**config.mk**
```make
export PLATFORM = sky130hd
export DESIGN_NAME = sb_cu_front
export DESIGN_NICKNAME = d
export VERILOG_FILES = /design/src/rtl/sbcu_pkg.sv /design/src/rtl/sbcu_src_slot.sv /design/src/rtl/sbcu_alu.sv /design/src/rtl/sbcu_ctrl.sv /design/src/rtl/sb_cu_front.sv
export SDC_FILE = /design/constraint.sdc
export NUM_CORES = 1
export LEC_CHECK = 0
export BUFFER_PORTS_ARGS = -buffer_cell sky130_fd_sc_hd__buf_2
export CORE_UTILIZATION = 43
export CTS_BUF_LIST = sky130_fd_sc_hd__clkbuf_16
export CTS_CLUSTER_SIZE = 30
export DETAILED_ROUTE_END_ITERATION = 12
export SLEW_MARGIN = 20
export SYNTH_ARGS = -nofsm -noshare
export SYNTH_HDL_FRONTEND = slang
export SYNTH_SLANG_ARGS = --single-unit
```
**constraint.sdc**
```tcl
create_clock -name clk -period 3.8 [get_ports clk]
set_clock_uncertainty 0.1 [all_clocks]
set_input_delay 0.76 -clock clk [delete_from_list [all_inputs] [get_ports clk]]
set_output_delay 0.76 -clock clk [all_outputs]
set_load 0.02 [all_outputs]
```
**src/rtl/sbcu_pkg.sv**
```systemverilog
// Shared constants and types for the scoreboard computation unit front-end.
// Assumes exactly two source operands feeding a two-input ALU.
package sbcu_pkg;
    localparam int unsigned SBCU_DATA_W  = 16;
    localparam int unsigned SBCU_NUM_SRC = 2;
    localparam int unsigned SBCU_OP_W    = 3;

    typedef enum logic [SBCU_OP_W-1:0] {
        ALU_ADD   = 3'd0,
        ALU_SUB   = 3'd1,
        ALU_AND   = 3'd2,
        ALU_OR    = 3'd3,
        ALU_XOR   = 3'd4,
        ALU_SHL   = 3'd5,
        ALU_SHR   = 3'd6,
        ALU_PASSB = 3'd7
    } alu_op_e;

    typedef enum logic [1:0] {
        ST_IDLE  = 2'd0,
        ST_READ  = 2'd1,
        ST_WRITE = 2'd2
    } cu_state_e;
endpackage

```
**src/rtl/sbcu_src_slot.sv**
```systemverilog
// One operand slot: holds a read-request bit and the operand captured on grant.
// Assumes set_i is only pulsed when the unit is idle; kill wins over everything.
module sbcu_src_slot #(
    parameter int unsigned DATA_W = 16
) (
    input  logic              clk,
    input  logic              rst_n,
    input  logic              set_i,
    input  logic              kill_i,
    input  logic              gnt_i,
    input  logic [DATA_W-1:0] data_i,
    output logic              req_o,
    output logic [DATA_W-1:0] data_o
);
    logic              req_q;
    logic [DATA_W-1:0] data_q;

    // Request bit: set on accepted issue, cleared by own grant or kill.
    always_ff @(posedge clk) begin
        if (!rst_n) begin
            req_q <= 1'b0;
        end else if (kill_i) begin
            req_q <= 1'b0;
        end else if (set_i) begin
            req_q <= 1'b1;
        end else if (req_q && gnt_i) begin
            req_q <= 1'b0;
        end
    end

    // Operand capture: only a grant on a pending request loads the value.
    always_ff @(posedge clk) begin
        if (!rst_n) begin
            data_q <= '0;
        end else if (!kill_i && req_q && gnt_i) begin
            data_q <= data_i;
        end
    end

    assign req_o  = req_q;
    assign data_o = data_q;
endmodule

```
**src/rtl/sbcu_alu.sv**
```systemverilog
// Combinational two-operand ALU; results wrap to DATA_W bits.
// Assumes shift amounts use only the low log2(DATA_W) bits of operand B.
module sbcu_alu
    import sbcu_pkg::*;
#(
    parameter int unsigned DATA_W = 16
) (
    input  alu_op_e           op_i,
    input  logic [DATA_W-1:0] a_i,
    input  logic [DATA_W-1:0] b_i,
    output logic [DATA_W-1:0] res_o
);
    localparam int unsigned SH_W = $clog2(DATA_W);

    logic [SH_W-1:0] shamt;
    assign shamt = b_i[SH_W-1:0];

    // Operation select.
    always_comb begin
        case (op_i)
            ALU_ADD:   res_o = a_i + b_i;
            ALU_SUB:   res_o = a_i - b_i;
            ALU_AND:   res_o = a_i & b_i;
            ALU_OR:    res_o = a_i | b_i;
            ALU_XOR:   res_o = a_i ^ b_i;
            ALU_SHL:   res_o = a_i << shamt;
            ALU_SHR:   res_o = a_i >> shamt;
            default:   res_o = b_i;
        endcase
    end
endmodule

```
**src/rtl/sbcu_ctrl.sv**
```systemverilog
// Sequencer for issue, operand read and result write phases.
// Assumes request bits come from the operand slots; kill returns to idle.
module sbcu_ctrl
    import sbcu_pkg::*;
#(
    parameter int unsigned NUM_SRC = 2
) (
    input  logic               clk,
    input  logic               rst_n,
    input  logic               issue_i,
    input  alu_op_e            op_i,
    input  logic               kill_i,
    input  logic [NUM_SRC-1:0] rd_req_i,
    input  logic [NUM_SRC-1:0] rd_gnt_i,
    input  logic               wr_gnt_i,
    output logic               accept_o,
    output alu_op_e            op_o,
    output logic               wr_req_o,
    output logic               busy_o
);
    cu_state_e state_q;
    alu_op_e   op_q;
    logic      reads_done;

    // All remaining requests are granted this cycle.
    assign reads_done = ((rd_req_i & ~rd_gnt_i) == '0);
    assign accept_o   = (state_q == ST_IDLE) && issue_i && !kill_i;

    // Phase sequencing.
    always_ff @(posedge clk) begin
        if (!rst_n) begin
            state_q <= ST_IDLE;
        end else if (kill_i) begin
            state_q <= ST_IDLE;
        end else begin
            case (state_q)
                ST_IDLE:  if (issue_i)    state_q <= ST_READ;
                ST_READ:  if (reads_done) state_q <= ST_WRITE;
                ST_WRITE: if (wr_gnt_i)   state_q <= ST_IDLE;
                default:                  state_q <= ST_IDLE;
            endcase
        end
    end

    // Opcode capture on accepted issue.
    always_ff @(posedge clk) begin
        if (!rst_n) begin
            op_q <= ALU_ADD;
        end else if (accept_o) begin
            op_q <= op_i;
        end
    end

    assign op_o     = op_q;
    assign wr_req_o = (state_q == ST_WRITE);
    assign busy_o   = (state_q != ST_IDLE);
endmodule

```
**src/rtl/sb_cu_front.sv**
```systemverilog
// Scoreboard computation unit front-end: issue, per-operand read handshake,
// internal ALU, result write handshake, kill. Synchronous active-low reset.
module sb_cu_front
    import sbcu_pkg::*;
#(
    parameter int unsigned DATA_W = SBCU_DATA_W
) (
    input  logic                 clk,
    input  logic                 rst_n,
    input  logic                 issue_i,
    input  logic [SBCU_OP_W-1:0] op_i,
    input  logic                 kill_i,
    output logic [1:0]           rd_req_o,
    input  logic [1:0]           rd_gnt_i,
    input  logic [DATA_W-1:0]    src_a_i,
    input  logic [DATA_W-1:0]    src_b_i,
    output logic                 wr_req_o,
    input  logic                 wr_gnt_i,
    output logic [DATA_W-1:0]    result_o,
    output logic                 busy_o
);
    localparam int unsigned NUM_SRC = SBCU_NUM_SRC;

    logic [DATA_W-1:0]  src_in  [NUM_SRC];
    logic [DATA_W-1:0]  opnd_q  [NUM_SRC];
    logic [NUM_SRC-1:0] req_vec;
    logic               accept;
    alu_op_e            op_cur;

    assign src_in[0] = src_a_i;
    assign src_in[1] = src_b_i;

    sbcu_ctrl #(.NUM_SRC(NUM_SRC)) ctrl_i (
        .clk      (clk),
        .rst_n    (rst_n),
        .issue_i  (issue_i),
        .op_i     (alu_op_e'(op_i)),
        .kill_i   (kill_i),
        .rd_req_i (req_vec),
        .rd_gnt_i (rd_gnt_i),
        .wr_gnt_i (wr_gnt_i),
        .accept_o (accept),
        .op_o     (op_cur),
        .wr_req_o (wr_req_o),
        .busy_o   (busy_o)
    );

    for (genvar g = 0; g < NUM_SRC; g++) begin : g_slot
        sbcu_src_slot #(.DATA_W(DATA_W)) slot_i (
            .clk    (clk),
            .rst_n  (rst_n),
            .set_i  (accept),
            .kill_i (kill_i),
            .gnt_i  (rd_gnt_i[g]),
            .data_i (src_in[g]),
            .req_o  (req_vec[g]),
            .data_o (opnd_q[g])
        );
    end

    sbcu_alu #(.DATA_W(DATA_W)) alu_i (
        .op_i  (op_cur),
        .a_i   (opnd_q[0]),
        .b_i   (opnd_q[1]),
        .res_o (result_o)
    );

    assign rd_req_o = req_vec;
endmodule

```
==> qor.yml <==
clocking:
  clk_pin_slew_ns: 0.05
  clock-sinks: 39
  htree_levels: 2
  clkLatencyLatePin_ns: 0.27
  root_buffer: "clkbuf_16"
  cts_buffers: 5
  cts-hold-fix-buffers: 0
  clockBufferDepth: 2
  cts_tree: "done"
logic_synthesis:
  async_flop_share_pct: 0
  synth-compound-area-share_pct: 25.48
  synth_common_cells: "nand2_1, nor2_1, ha_1"
  synthDistinctLibCells: 69
  synth_most_common_cell: "nand2_1"
  synth_area_um2: 5196
  syn_inst: 711
  synthSimpleGateAreaFrac_pct: 23.31
  synthTopCellsByArea: "dfxtp_1, ha_1, nand2_1"
  synthMuxAreaShare_pct: 12.67
  syn_nets: 803
  synth_edf_count: 0
  synth_ff_type: "dfxtp_1"
  ys_warn_count: 0
  yosysSeqAreaShare_pct: 15.03
  syn_area_per_cell_um2: 7.308
  ys_ff_latch: 39
  synthAdderAreaFrac_pct: 12.18
  synth_xor_area_share_pct: 3.708
  synth_largest_area_cell: "dfxtp_1"
  synth_top_cell_area_share_pct: 15.03
  synth_top_family_by_area: "compound AO/OA/AOI/OAI gates"
pwr:
  irDropWorstVdd_mv: 0.3796
  p_switching_mw: 0.5644
  p_clk_share_pct: 25.0
  power.internal_mw: 1.003
  p_leak_nw: 2.536
  pwr-share-seq_pct: 27.5
  switching_share_pct: 36.01
  powerDensity_nw_per_um2: 243.3
  power_mw: 1.567
  power_frac_comb_pct: 47.5
worst_setup_path:
  endpoint_kind: "output pin"
  regToRegSetupSlack_ns: 2.42
  cp.arrival_ns: 3.20
  r2r_cells: 3
  slowest_stage: "o41a_1"
  path_class: "register to output pin"
  r2r_end: "g_slot[1].slot_i.data_o[2]"
  critPathLaunchType: "register"
  r2r-start: "g_slot[1].slot_i.req_o"
  required_ns: 2.94
  crit_fanout: 6
  critical_path.most_common_cell: "nand2_1"
  setup.worst_path.start: "g_slot[1].slot_i.data_o[2]"
  critPathMaxStageDelay_ns: 0.37
  crit_chain: "nor4_4 > nand2_1 > o41a_1 > o31ai_2 > xnor2_1 > ha_1 > buf_6 > nand2_1 > or3_1 > a21oi_1 > nor4_1 > nand3_1 > o32a_1 > buf_2"
worst_hold_path:
  whs_endpoint: "ctrl_i.state_q[0]"
  hp-class: "register to register"
  hp-start: "ctrl_i.state_q[1]"
  min_delay_path_depth: 1
run_status:
  violations: "DRC, setup timing"
  status: "finished, violations left"
route:
  drc: 3
  wire_per_inst_um: 20.57
  drtIter0Drc: 545
  vias: 5651
  final_antenna_net_count: 0
  viasPerCell: 5.986
  drt-pass1-iter-count: 9
  wl_mm: 19.42
layout:
  final_layout_size_suffix_gt1_share_pct: 28.34
  area_growth_pct: 23.96
  fin_area_um2: 6441
  final_cells: 944
  layout.nets: 892
  antenna_cells: 0
placed_design:
  dp_hpwl_mm: 15.29
  gp_congestion: 1.018
  dp_cells: 922
  place_area_um2: 5847
  pre_cts_ws_ns: -0.01314
  port_buffers: 61
global_routing:
  antenna_found_initial: 0
  grt_pass1_wl_mm: 30.63
  grt-ovfl-total: 0
  grt_max_degree: 42
  grt_pass1_vias: 5531
  grt.total_usage_pct: 31.47
  grtUsageMet3_pct: 3.593
  use_met1_pct: 43.46
  grt_use_met2_pct: 49.40
  grt-busiest-layer: "met2"
sta:
  drv_slew: 0
  holdWs_ns: 0.3807
  fin_crit_sh_pct: 106.9
  fmax_mhz: 246.2
  fin_ws_ns: -0.2610
  rsz0062_at_grt: "yes"
  hold_viol_final: 0
  worst_pin_slew_ns: 0.6463
  maxSlewHeadroom_pct: 56.86
  finalSetupViolCount: 7
  period_needed_ns: 4.061
floorplan:
  die_area_um2: 12530
  core_um2: 11610
  rows: 39
  die-height_um: 111.9
  initial_core_util_pct: 44.74
  io_pins: 62
  die_x_um: 111.9
flow_run:
  cap_violations: 0
-- layout make-up --
class,count,area (um2)
Timing Repair Buffer,126,849.6
Fill cell,1153,5172
Sequential cell,39,789.5
Clock buffer,5,125.1
Multi-Input combinational cell,584,4315
Inverter,44,167.7
Tap cell,143,178.9
Clock inverter,3,15.01
-- power groups by stage --
stage | sequential [mW] | clock (mW) | combinational, mW
global placement | 0.439 | 0 | 0.587
global route | 0.432 | 0.423 | 0.799
detailed placement | 0.439 | 0 | 0.593
CTS | 0.430 | 0.402 | 0.688
floorplan | 0.435 | 0 | 0.403
finish | 0.431 | 0.392 | 0.744
-- cells by family after synthesis --
| kind of cell | Yosys count |
|---|---|
| buffers and inverters | 88 |
| adders and majority gates | 50 |
| AOI/OAI and AO/OA | 199 |
| xor gates and xnor gates | 22 |
| DFF | 39 |
| and+or+nand+nor | 264 |
| muxes | 49 |
-- metal layers --
| layer | up-vias | part of all wire, % |
|---|---|---|
| met3 | 42 | 6.4 |
| li1 | 2716 | - |
| met2 | 226 | 44 |
| met1 | 2667 | 46 |
| met4 | 0 | 3.9 |
| met5 | - | 0 |
-- worst max-delay path, delay by kind of cell (launching register included) --
kind / cells / cell delay, ns
AOI/OAI and AO/OA: 4 / 0.95
xor gates and xnor gates: 1 / 0.09
adders and majority gates: 1 / 0.34
buffers and inverters: 2 / 0.31
DFF: 1 / 0.33
and+or+nand+nor: 6 / 0.92
-- timing repair --
action / in CTS / in global routing
buffers inserted: 12 / 3
setup endpoints to repair: 11 / 13
pin swaps: 26 / 19
resized for setup: 43 / 45
-- registers in the layout, summed over array words and instances (netlist names) --
signal                cells
ctrl_i.op_o               3
ctrl_i.state_q            2
g_slot.slot_i.data_o     32
g_slot.slot_i.req_o       2
-- metrics by stage --
step	utilization [%]	TNS (ns)
final	55.46	-0.9478
after global routing	55.46	-2.410
after CTS	53.76	-0.8420
after detailed placement	50.34	-0.01314
after global placement	50.34	-0.003588
after floorplan	-	0
-- how the worst max path moves through the flow --
stage | to | slack, ns | cells past startpoint
floorplan | result_o[12] | 0.01 | 12
global placement | result_o[13] | -0.004 | 15
detailed placement | result_o[12] | -0.01 | 12
CTS | result_o[12] | -0.28 | 14
global route | result_o[12] | -0.45 | 14
finish | result_o[12] | -0.26 | 14
-- cell usage in the layout, fill, tap and decap left out, types with 6 or more instances in the layout --
cell type / n
nand3b_1: 7
a211oi_1: 8
buf_4: 65
inv_1: 40
a21oi_2: 6
ha_1: 42
buf_6: 9
dfxtp_2: 7
mux4_2: 9
nor2_1: 62
xnor2_1: 13
mux2i_1: 22
nand2b_1: 6
a2bb2oi_1: 7
a21oi_1: 40
o21ai_0: 26
nand4_1: 8
a21o_1: 7
nand3_1: 18
a31oi_1: 7
dfxtp_1: 32
o22ai_1: 7
buf_2: 52
mux2_2: 11
a21boi_0: 35
nand2_1: 113
o21ai_2: 6
nor3_1: 9
Power figures use the tool's default switching activity.
